**src/rtl/sport_pkg.sv**
```systemverilog
package sport_pkg;

    localparam int IDX_W = 10;
    localparam int IEN_W = 3;

    localparam int IEN_FIFO  = 0;
    localparam int IEN_TXDMA = 1;
    localparam int IEN_RXDMA = 2;

    localparam logic [31:0] EMPTY_WORD = 32'hFFFF_FFFF;

    typedef enum logic [IDX_W-1:0] {
        RIX_ID    = 10'd0,
        RIX_DATA  = 10'd1,
        RIX_LEVEL = 10'd2,
        RIX_IEN   = 10'd3,
        RIX_TXADR = 10'd4,
        RIX_TXCNT = 10'd5,
        RIX_RXADR = 10'd6,
        RIX_RXCNT = 10'd7,
        RIX_CAP   = 10'd8
    } reg_idx_e;

    typedef struct packed {
        logic             sel;
        logic             wr;
        logic [IDX_W-1:0] idx;
        logic [31:0]      wdata;
    } bus_req_t;

    typedef struct packed {
        logic        go;
        logic [31:0] addr;
        logic [31:0] len;
    } dma_cmd_t;

    function automatic logic irq_level(input logic [IEN_W-1:0] en,
                                       input logic fifo_nonempty,
                                       input logic rx_dma_idle);
        return (en[IEN_FIFO] & fifo_nonempty) | en[IEN_TXDMA] |
               (en[IEN_RXDMA] & rx_dma_idle);
    endfunction

endpackage

```
**src/rtl/sport_rxq.sv**
```systemverilog
module sport_rxq #(
    parameter int DEPTH = 16,
    parameter int CW    = $clog2(DEPTH + 1)
) (
    input  logic          clk,
    input  logic          rst,
    input  logic          push,
    input  logic [7:0]    push_byte,
    input  logic          pop,
    output logic [31:0]   head,
    output logic [CW-1:0] level,
    output logic          ovf
);
    localparam int  PW   = $clog2(DEPTH);
    localparam bit  POW2 = (DEPTH & (DEPTH - 1)) == 0;
    localparam logic [CW-1:0] CAP = CW'(DEPTH);

    logic [31:0]   mem [DEPTH];
    logic [PW-1:0] rd_q;
    logic [PW-1:0] wr_slot;
    logic [CW-1:0] lvl_q;
    logic          ovf_q;
    logic          full;
    logic          do_push;
    logic          do_pop;

    assign full    = (lvl_q == CAP);
    assign do_pop  = pop && (lvl_q != '0);
    assign do_push = push && !full;

    generate
        if (POW2) begin : g_wrap_mask
            assign wr_slot = rd_q + lvl_q[PW-1:0];
        end else begin : g_wrap_sub
            logic [PW:0] sum;
            assign sum     = {1'b0, rd_q} + (PW+1)'(lvl_q);
            assign wr_slot = (sum >= (PW+1)'(DEPTH)) ? PW'(sum - (PW+1)'(DEPTH))
                                                     : PW'(sum);
        end
    endgenerate

    always_ff @(posedge clk) begin
        if (do_push) begin
            mem[wr_slot] <= {24'b0, push_byte};
        end
    end

    always_ff @(posedge clk) begin
        if (rst) begin
            rd_q  <= '0;
            lvl_q <= '0;
            ovf_q <= 1'b0;
        end else begin
            if (do_pop) begin
                rd_q <= (rd_q == PW'(DEPTH - 1)) ? '0 : rd_q + 1'b1;
            end
            case ({do_push, do_pop})
                2'b10:   lvl_q <= lvl_q + 1'b1;
                2'b01:   lvl_q <= lvl_q - 1'b1;
                default: lvl_q <= lvl_q;
            endcase
            if (push && full) begin
                ovf_q <= 1'b1;
            end
        end
    end

    assign head  = mem[rd_q];
    assign level = lvl_q;
    assign ovf   = ovf_q;

endmodule

```
**src/rtl/sport_regs.sv**
```systemverilog
module sport_regs
    import sport_pkg::*;
#(
    parameter int          DEPTH    = 16,
    parameter int          CW       = $clog2(DEPTH + 1),
    parameter logic [31:0] ID_VALUE = 32'h5E71_0001
) (
    input  logic             clk,
    input  logic             rst,
    input  bus_req_t         req,
    input  logic [CW-1:0]    level,
    input  logic [31:0]      head,
    input  logic [31:0]      rx_left,
    output logic             fifo_pop,
    output logic [31:0]      rdata,
    output logic             rvalid,
    output logic [IEN_W-1:0] ien,
    output logic             tx_valid,
    output logic [7:0]       tx_byte,
    output dma_cmd_t         tx_cmd,
    output dma_cmd_t         rx_cmd,
    output logic             rx_cancel
);
    logic             rd_acc;
    logic             wr_acc;
    logic [31:0]      rmux;
    logic [IEN_W-1:0] ien_q;
    logic [31:0]      txaddr_q;
    logic [31:0]      rxaddr_q;
    logic             txgo_q;
    logic [31:0]      txbase_q;
    logic [31:0]      txlen_q;
    logic             rxgo_q;
    logic [31:0]      rxlen_q;
    logic             cancel_q;

    assign rd_acc   = req.sel && !req.wr;
    assign wr_acc   = req.sel && req.wr;
    assign fifo_pop = rd_acc && (req.idx == RIX_DATA);

    always_comb begin
        case (req.idx)
            RIX_ID:    rmux = ID_VALUE;
            RIX_DATA:  rmux = (level != '0) ? head : EMPTY_WORD;
            RIX_LEVEL: rmux = 32'(level);
            RIX_IEN:   rmux = 32'(ien_q);
            RIX_TXADR: rmux = txaddr_q;
            RIX_TXCNT: rmux = 32'd0;
            RIX_RXADR: rmux = rxaddr_q;
            RIX_RXCNT: rmux = rx_left;
            RIX_CAP:   rmux = 32'(DEPTH);
            default:   rmux = 32'd0;
        endcase
    end

    always_ff @(posedge clk) begin
        if (rst) begin
            rdata    <= '0;
            rvalid   <= 1'b0;
            tx_valid <= 1'b0;
            tx_byte  <= '0;
            ien_q    <= '0;
            txaddr_q <= '0;
            rxaddr_q <= '0;
            txgo_q   <= 1'b0;
            txbase_q <= '0;
            txlen_q  <= '0;
            rxgo_q   <= 1'b0;
            rxlen_q  <= '0;
            cancel_q <= 1'b0;
        end else begin
            rvalid   <= rd_acc;
            tx_valid <= 1'b0;
            txgo_q   <= 1'b0;
            rxgo_q   <= 1'b0;
            cancel_q <= 1'b0;
            if (rd_acc) begin
                rdata <= rmux;
            end
            if (wr_acc) begin
                case (req.idx)
                    RIX_DATA: begin
                        tx_valid <= 1'b1;
                        tx_byte  <= req.wdata[7:0];
                    end
                    RIX_IEN:   ien_q <= req.wdata[IEN_W-1:0];
                    RIX_TXADR: txaddr_q <= req.wdata;
                    RIX_TXCNT: begin
                        txgo_q   <= 1'b1;
                        txbase_q <= txaddr_q;
                        txlen_q  <= req.wdata;
                        txaddr_q <= txaddr_q + req.wdata;
                    end
                    RIX_RXADR: begin
                        rxaddr_q <= req.wdata;
                        cancel_q <= 1'b1;
                    end
                    RIX_RXCNT: begin
                        rxgo_q  <= 1'b1;
                        rxlen_q <= req.wdata;
                    end
                    default: ;
                endcase
            end
        end
    end

    assign ien       = ien_q;
    assign tx_cmd    = '{go: txgo_q, addr: txbase_q, len: txlen_q};
    assign rx_cmd    = '{go: rxgo_q, addr: rxaddr_q, len: rxlen_q};
    assign rx_cancel = cancel_q;

endmodule

```
**src/rtl/sport_flow.sv**
```systemverilog
module sport_flow
    import sport_pkg::*;
#(
    parameter int DEPTH = 16,
    parameter int CW    = $clog2(DEPTH + 1)
) (
    input  logic [IEN_W-1:0] ien,
    input  logic [CW-1:0]    level,
    input  logic [31:0]      rx_left,
    input  logic             rx_valid,
    output logic             push,
    output logic [31:0]      credit,
    output logic             irq
);
    logic dma_idle;

    assign dma_idle = (rx_left == 32'd0);
    assign push     = rx_valid && dma_idle;
    assign credit   = dma_idle ? (32'(DEPTH) - 32'(level)) : rx_left;
    assign irq      = irq_level(ien, level != '0, dma_idle);

endmodule

```
**src/rtl/sport_top.sv**
```systemverilog
module sport_top
    import sport_pkg::*;
#(
    parameter int          DEPTH    = 16,
    parameter logic [31:0] ID_VALUE = 32'h5E71_0001
) (
    input  logic        clk,
    input  logic        rst,
    input  logic        bus_sel,
    input  logic        bus_wr,
    input  logic [11:0] bus_addr,
    input  logic [31:0] bus_wdata,
    output logic [31:0] bus_rdata,
    output logic        bus_rvalid,
    input  logic        rx_valid,
    input  logic [7:0]  rx_byte,
    output logic [31:0] rx_credit,
    output logic        tx_valid,
    output logic [7:0]  tx_byte,
    output logic        dma_tx_go,
    output logic [31:0] dma_tx_addr,
    output logic [31:0] dma_tx_len,
    output logic        dma_rx_go,
    output logic [31:0] dma_rx_addr,
    output logic [31:0] dma_rx_len,
    output logic        dma_rx_cancel,
    input  logic [31:0] dma_rx_left,
    output logic        irq,
    output logic        rx_overflow
);
    localparam int CW = $clog2(DEPTH + 1);

    bus_req_t         req;
    logic [CW-1:0]    fifo_level;
    logic [31:0]      fifo_head;
    logic             fifo_pop;
    logic             fifo_push;
    logic [IEN_W-1:0] ien;
    dma_cmd_t         tx_cmd;
    dma_cmd_t         rx_cmd;
    logic             unused_lane;

    assign unused_lane = ^bus_addr[1:0];
    assign req = '{sel: bus_sel, wr: bus_wr, idx: bus_addr[11:2], wdata: bus_wdata};

    sport_rxq #(.DEPTH(DEPTH), .CW(CW)) u_rxq (
        .clk       (clk),
        .rst       (rst),
        .push      (fifo_push),
        .push_byte (rx_byte),
        .pop       (fifo_pop),
        .head      (fifo_head),
        .level     (fifo_level),
        .ovf       (rx_overflow)
    );

    sport_regs #(.DEPTH(DEPTH), .CW(CW), .ID_VALUE(ID_VALUE)) u_regs (
        .clk       (clk),
        .rst       (rst),
        .req       (req),
        .level     (fifo_level),
        .head      (fifo_head),
        .rx_left   (dma_rx_left),
        .fifo_pop  (fifo_pop),
        .rdata     (bus_rdata),
        .rvalid    (bus_rvalid),
        .ien       (ien),
        .tx_valid  (tx_valid),
        .tx_byte   (tx_byte),
        .tx_cmd    (tx_cmd),
        .rx_cmd    (rx_cmd),
        .rx_cancel (dma_rx_cancel)
    );

    sport_flow #(.DEPTH(DEPTH), .CW(CW)) u_flow (
        .ien      (ien),
        .level    (fifo_level),
        .rx_left  (dma_rx_left),
        .rx_valid (rx_valid),
        .push     (fifo_push),
        .credit   (rx_credit),
        .irq      (irq)
    );

    assign dma_tx_go   = tx_cmd.go;
    assign dma_tx_addr = tx_cmd.addr;
    assign dma_tx_len  = tx_cmd.len;
    assign dma_rx_go   = rx_cmd.go;
    assign dma_rx_addr = rx_cmd.addr;
    assign dma_rx_len  = rx_cmd.len;

endmodule

```
**config.mk**
```make
export PLATFORM = sky130hd
export DESIGN_NAME = sport_top
export DESIGN_NICKNAME = d
export VERILOG_FILES = /design/src/rtl/sport_pkg.sv /design/src/rtl/sport_rxq.sv /design/src/rtl/sport_regs.sv /design/src/rtl/sport_flow.sv /design/src/rtl/sport_top.sv
export SDC_FILE = /design/constraint.sdc
export NUM_CORES = 1
export LEC_CHECK = 0
export BUFFER_PORTS_ARGS = -buffer_cell sky130_fd_sc_hd__buf_2
export CELL_PAD_IN_SITES_DETAIL_PLACEMENT = 1
export CELL_PAD_IN_SITES_GLOBAL_PLACEMENT = 1
export CORE_UTILIZATION = 43
export DETAILED_ROUTE_END_ITERATION = 10
export HOLD_SLACK_MARGIN = 0.1
export PLACE_DENSITY = 0.9
export SYNTH_ARGS = -nofsm -noshare
export SYNTH_HDL_FRONTEND = slang
export SYNTH_HIERARCHICAL = 1
export SYNTH_SLANG_ARGS = --single-unit
```
**constraint.sdc**
```tcl
create_clock -name clk -period 5.25 [get_ports clk]
set_clock_uncertainty 0.2 [all_clocks]
set_input_delay 0.7875 -clock clk [delete_from_list [all_inputs] [get_ports clk]]
set_output_delay 0.7875 -clock clk [all_outputs]
set_load 0.02 [all_outputs]
```
# After elaboration in Yosys (flattened, before gate mapping)
# Memory sizes are Yosys's and may differ from the RTL's. A register that Yosys moved wholly into a read port is not among the register bits.
# Cells that the tools add are included.
# Widths: inputs -> output; s select.
[word_totals]
register_bits = 218
mem_bits_rw = 128
input_bits = 89
out_inout_bits = 207
elab_cells = 75
n_memories = 1
[op_classes]
addsub = 6
eq_ne = 12
muxes = 14
n_bitwise = 5
reduce_logical = 21
[mem_list]
columns = ["name", "words", "width", "rd", "rd_clocked_by_memory_dff", "wr", "line", "text"]
rows = [
  ["u_rxq.mem", 16, 8, 1, 1, 1, "sport_rxq.sv:18", "logic [31:0] mem [DEPTH];"],
]
[op_table]
columns = ["cell", "count"]
rows = [
  ["$pmux 32 s8", 1],
  ["$mux 32", 2],
  ["$pmux 32 s2", 1],
  ["$eq 10x3->1 const B", 4],
  ["$add 32x32->32", 1],
  ["$logic_not 32->1", 1],
  ["$eq 10x2->1 const B", 2],
  ["$mux 4", 3],
  ["$reduce_and 2->1", 6],
  ["$eq 10x1->1 const B", 1],
  ["$eq 10x4->1 const B", 1],
  ["$logic_not 10->1", 1],
  ["$pmux 5 s2", 1],
  ["$logic_and 1x1->1", 7],
  ["$mux 1", 6],
  ["$sub 5x5->6 const A", 1],
  ["$add 5x1->5 const B", 1],
  ["$eq 5x5->1 const B", 1],
  ["$reduce_bool 5->1", 1],
  ["$sub 5x1->5 const B", 1],
  ["$add 4x1->4 const B", 1],
  ["$add 4x4->4", 1],
  ["$eq 4x4->1 const B", 1],
  ["$reduce_bool 2->1", 2],
  ["other kinds (7)", 10],
]

# Logic depth before layout (Yosys ltp)
[logic_depth]
ltp_word = 6
ltp_mapped = 16
depth_no_buf = 13

# Modules after synthesis
# The synthesis kept the hierarchy.
[modules_own_cells]
columns = ["mod", "n_inst", "cells_each", "area_per_inst_um2", "seq_area_each_um2"]
rows = [
  ["sport_regs", 1, 1292, 9870.7, 4164.0],
  ["sport_rxq", 1, 346, 5968.2, 4124.0],
  ["sport_flow", 1, 99, 790.8, 0.0],
]

# Worst setup path before layout
# No wires, ideal clock.
[synth_timing]
path_type = "input to register"
startpoint = "in bus_addr[7]"
endpoint = "reg u_rxq.lvl_q[4] (netlist: u_rxq/level[4])"
setup_time_ns = 0.062
arrival_ns = 3.728
required_time_ns = 4.988
path_slack_ns = 1.260
cell_stages = 16
path_buffers = 3
path_cell_list = "nor4_1 and2b_1 and3_1 clkbuf_1 clkbuf_1 and2_1 o21ai_4 inv_1 ha_1 buf_2 xor2_1 ha_1 a21oi_1 a221oi_2 or4b_1 nand3_1"
[synth_via]
elab_chain_cells = 5
elab_cells_between_ends = 7
cone_classes = "3 x eq/ne; 1 x mux; 3 x reduce/logical"
[synth_lines]
columns = ["item", "line", "text"]
rows = [
  ["from (decl)", "sport_top.sv:11", "input logic [11:0] bus_addr,"],
  ["$eq 10x1->1 *", "sport_regs.sv:39", "assign fifo_pop = rd_acc && (req.idx == RIX_DATA);"],
  ["$logic_and 1x1->1 *", "sport_regs.sv:39", ""],
  ["named net fifo_pop", "sport_top.sv:36", "logic fifo_pop;"],
  ["$logic_and 1x1->1 *", "sport_rxq.sv:28", "assign do_pop = pop && (lvl_q != '0);"],
  ["$eq 2x1->1 or $eq 2x2->1 (tied branches)", "sport_rxq.sv:57", "case ({do_push, do_pop})"],
  ["$pmux 5 s2 or $reduce_bool 2->1 (tied branches)", "--", ""],
  ["to (signal assigned)", "sport_rxq.sv:58", "2'b10: lvl_q <= lvl_q + 1'b1;"],
  ["to (signal assigned)", "sport_rxq.sv:59", "2'b01: lvl_q <= lvl_q - 1'b1;"],
  ["to (signal assigned)", "sport_rxq.sv:60", "default: lvl_q <= lvl_q;"],
  ["to (decl)", "sport_rxq.sv:21", "logic [CW-1:0] lvl_q;"],
]
# The timed path passes the listed nets; every way through them passes the cells marked *.
# A chain may end at the register's enable or synchronous reset.

# Final worst setup path
[layout_timing]
startpoint = "in dma_rx_left[24]"
endpoint = "reg u_rxq.lvl_q[4] (netlist: u_rxq/level[4])"
[layout_via]
elab_chain_cells = 5
elab_cells_between_ends = 7
cone_classes = "2 x eq/ne; 1 x mux; 4 x reduce/logical"
[layout_lines]
columns = ["item", "line", "text"]
rows = [
  ["from (decl)", "sport_top.sv:27", "input logic [31:0] dma_rx_left,"],
  ["$logic_not 32->1 *", "sport_flow.sv:17", "assign dma_idle = (rx_left == 32'd0);"],
  ["$logic_and 1x1->1 *", "sport_flow.sv:18", "assign push = rx_valid && dma_idle;"],
  ["named net fifo_push", "sport_top.sv:37", "logic fifo_push;"],
  ["$logic_and 1x1->1 *", "sport_rxq.sv:29", "assign do_push = push && !full;"],
  ["$eq 2x1->1 or $eq 2x2->1 (tied branches)", "sport_rxq.sv:57", ""],
  ["$pmux 5 s2 or $reduce_bool 2->1 (tied branches)", "--", ""],
]
# Marks and branches as above.

==> out/qor.csv <==
metric,value,unit
ioPinCount,296,
cts_made_buffers,39,
tns,0,ns
endpoint_kind,flop,
final-setup-viol-count,0,
slew_violations,0,
yosysWarnings,6,
drtIter0Drc,1167,
grt_max_degree,134,
fin_crit,4.292,ns
postRouteWirelength,59040,um
crit_fanout,10,
port-buffer-count,293,
clock_latency,0.56,ns
finalHoldViolCount,0,
viasPerCell,5.864,
combPwrFrac,4.9,%
p_sw,1.362,mW
hold_class,reg2reg,
wl_per_cell,23.39,um
p_sw_share,23.57,%
netlist-cell-type-count,79,
cts_tree,done,
use_met2,52.10,%
use_met1,35.22,%
p_per_area,294.4,mW/mm^2
async_flop_share,0,%
ant_nets,0,
cts_resized,0,
rsz0062_at_grt,false,
hold_start,u_regs/txbase_q[17],
post-dp-hpwl,41610,um
post_cts_buffers,0,
seq_power_share,48.8,%
tightest_slew,1.208,ns
drc_errors,0,
fillers,4402,
fin_crit_sh,81.75,%
drive_above_1_share,23.85,%
gp_congestion,0.9201,
core-area,0.03784,mm^2
r2r_start,u_rxq/level[1],
syn_area_per_cell,9.574,um^2
seq_area_frac_synth,49.84,%
holdBufCountCts,0,
grt_usage,29.62,%
chipWidth,198.7,um
antenna_found_initial,5,
first_global_vias,15237,
synth_ff_type,dfxtp_1,
root_buffer,clkbuf_16,
final_util,51.87,%
path_clk_slew,0.06,ns
start_util,43.94,%
critPathArrivalTime,4.59,ns
grt_pass1_wl,88930,um
startpoint_type,input port,
synth_area,0.01663,mm^2
cts_sinks,350,
intPower,4.417,mW
layout.nets,2111,
holdPathStages,2,
clock.fmax,233.0,MHz
crit_type,in2reg,
slew_headroom,19.36,%
status,"finished, final reports clean",
cts_max_path_buffers,3,
overflow,0,
p_clk_share,46.4,%
grt-busiest-layer,met2,
leakage,7.767,nW
fp.dieH,198.7,um
num_rows,71,
reg2reg_depth,9,
yosys_register_bits,350,
required,5.54,ns
syn2layout_area_growth,18.03,%
use_met3,5.646,%
synth_edf_count,128,
die-area,0.03946,mm^2
dr_total_vias,14800,
crit_start,dma_rx_left[24],
cts.htree.levels,2,
reg2reg_setup_slack,1.55,ns
maxCapViolations,0,
dr.pass1.iters,5,
ir_drop,0.2441,mV
syn_inst,1737,
## power by group through the flow
stage / clock (mW) / sequential, mW / combinational (mW)
6_report: 2.68 / 2.82 / 0.282
5_1_grt: 2.83 / 2.82 / 0.303
4_1_cts: 2.73 / 2.82 / 0.279
3_5_place_dp: 0 / 2.88 / 0.277
3_3_place_gp: 0 / 2.88 / 0.264
2_1_floorplan: 0 / 2.88 / 0.144
## final cells by class
| class | instances | area (um^2) | share of cell area (%) |
|---|---|---|---|
| multi-input combinational | 1222 | 7576 | 38.60 |
| antenna | 5 | 12.51 | 0.06374 |
| sequential | 350 | 8289 | 42.23 |
| inverter | 45 | 168.9 | 0.8605 |
| clock inverter | 18 | 145.1 | 0.7394 |
| clock buffer | 52 | 1090 | 5.552 |
| timing repair buffer | 321 | 1708 | 8.701 |
| tap | 511 | 639.4 | 3.257 |
## Yosys cell counts (7+ instances only)
cell | count | area, um^2
o31ai_2 | 29 | 362.9
a21oi_1 | 185 | 925.9
nand2_1 | 392 | 1471
xor2_1 | 19 | 166.4
a21o_1 | 15 | 112.6
o21a_1 | 10 | 75.07
dfxtp_1 | 222 | 4444
nor3_1 | 13 | 65.06
and3_1 | 10 | 62.56
a221oi_1 | 11 | 96.34
nor2_1 | 101 | 379.1
edfxtp_1 | 128 | 3844
nand3_1 | 27 | 135.1
buf_4 | 29 | 217.7
mux4_2 | 32 | 720.7
nor4_1 | 9 | 56.30
a311oi_1 | 13 | 113.9
and2_1 | 10 | 62.56
o31ai_1 | 8 | 60.06
clkbuf_1 | 86 | 322.8
ha_1 | 41 | 513.0
o21ai_0 | 44 | 220.2
xnor2_1 | 16 | 140.1
or3_1 | 9 | 56.30
inv_1 | 45 | 168.9
nand4_1 | 15 | 93.84
nor2b_1 | 9 | 56.30
a22oi_1 | 66 | 495.5
o221ai_1 | 12 | 105.1
o21ai_1 | 12 | 60.06
buf_2 | 16 | 80.08
a211oi_1 | 7 | 52.55
## metrics by stage
step           power, mW  std cells  worst slack (ns)  hold slack (ns)  cell area, um^2
2_1_floorplan      3.023       1760             1.260           0.2581            16720
4_1_cts            5.826       2519             1.100           0.2522            19620
3_5_place_dp       3.154       2449            0.6102           0.2437            18380
3_3_place_gp       3.141       2449            0.7632           0.2385            18380
5_1_grt            5.950       2523            0.9534           0.2712            19630
6_report           5.779       2524            0.9580           0.2523            19630
## routing by layer
metal | wire, um | vias to the layer above
li1 | - | 6653
met1 | 22800 | 7390
met2 | 29880 | 597
met3 | 4040 | 158
met4 | 2301 | 2
met5 | 16 | -
## path summary, 6_finish.rpt
kind / to
hold reg to reg: u_regs/txbase_q[17]
setup / recovery: u_rxq/level[4]
hold / removal: u_regs/txbase_q[17]
setup reg to reg: u_rxq/level[4]
## state kept, by name, indices dropped and copies added, names as in the netlist, 3 cells and up, named ones only
register         count
u_regs/ien           3
u_regs/tx_byte       8
u_regs/txlen_q      32
u_regs/txaddr_q     32
u_regs/rxlen_q      32
u_rxq/rd_q           4
u_rxq/mem          128
u_regs/txbase_q     32
u_rxq/level          5
u_regs/rdata        32
u_regs/rxaddr_q     32
## cells by family (layout without fill, tap and decap cells)
kind of cell	after synthesis	in the layout	synth area share [%]
other	1	29	0.02255
buffers and inverters	188	436	5.297
xor gates and xnor gates	35	35	1.843
DFF	350	350	49.84
and+or+nand+nor	632	632	16.64
muxes	39	39	4.763
AOI/OAI and AO/OA	449	449	18.27
adders and majority gates	43	43	3.326
## worst max-delay path: stages
cell      delay, ns
buf_2          0.11
nor4_1         0.54
nand4_1        0.36
nor3_1         0.63
o21ai_0        0.33
ha_1           0.41
xor2_1         0.19
ha_1           0.19
a21oi_1        0.09
a221oi_2       0.38
or4b_1         0.46
nand3_1        0.10
## cell usage in the layout (no fill, tap or decap), types with 11 or more instances in the layout
| cell | n |
|---|---|
| nand3_1 | 27 |
| a21o_1 | 15 |
| buf_2 | 292 |
| inv_1 | 45 |
| nor2_1 | 97 |
| buf_4 | 26 |
| ha_1 | 41 |
| nor3_1 | 12 |
| o31ai_2 | 29 |
| conb_1 | 24 |
| o21ai_0 | 44 |
| nand4_1 | 15 |
| a21oi_1 | 185 |
| edfxtp_1 | 128 |
| o221ai_1 | 12 |
| nand2_1 | 391 |
| clkbuf_16 | 40 |
| xor2_1 | 19 |
| a221oi_1 | 11 |
| a22oi_1 | 66 |
| xnor2_1 | 16 |
| mux4_2 | 32 |
| dfxtp_1 | 221 |
| o21ai_1 | 12 |
| a311oi_1 | 13 |
(Power assumes the default switching activity.)
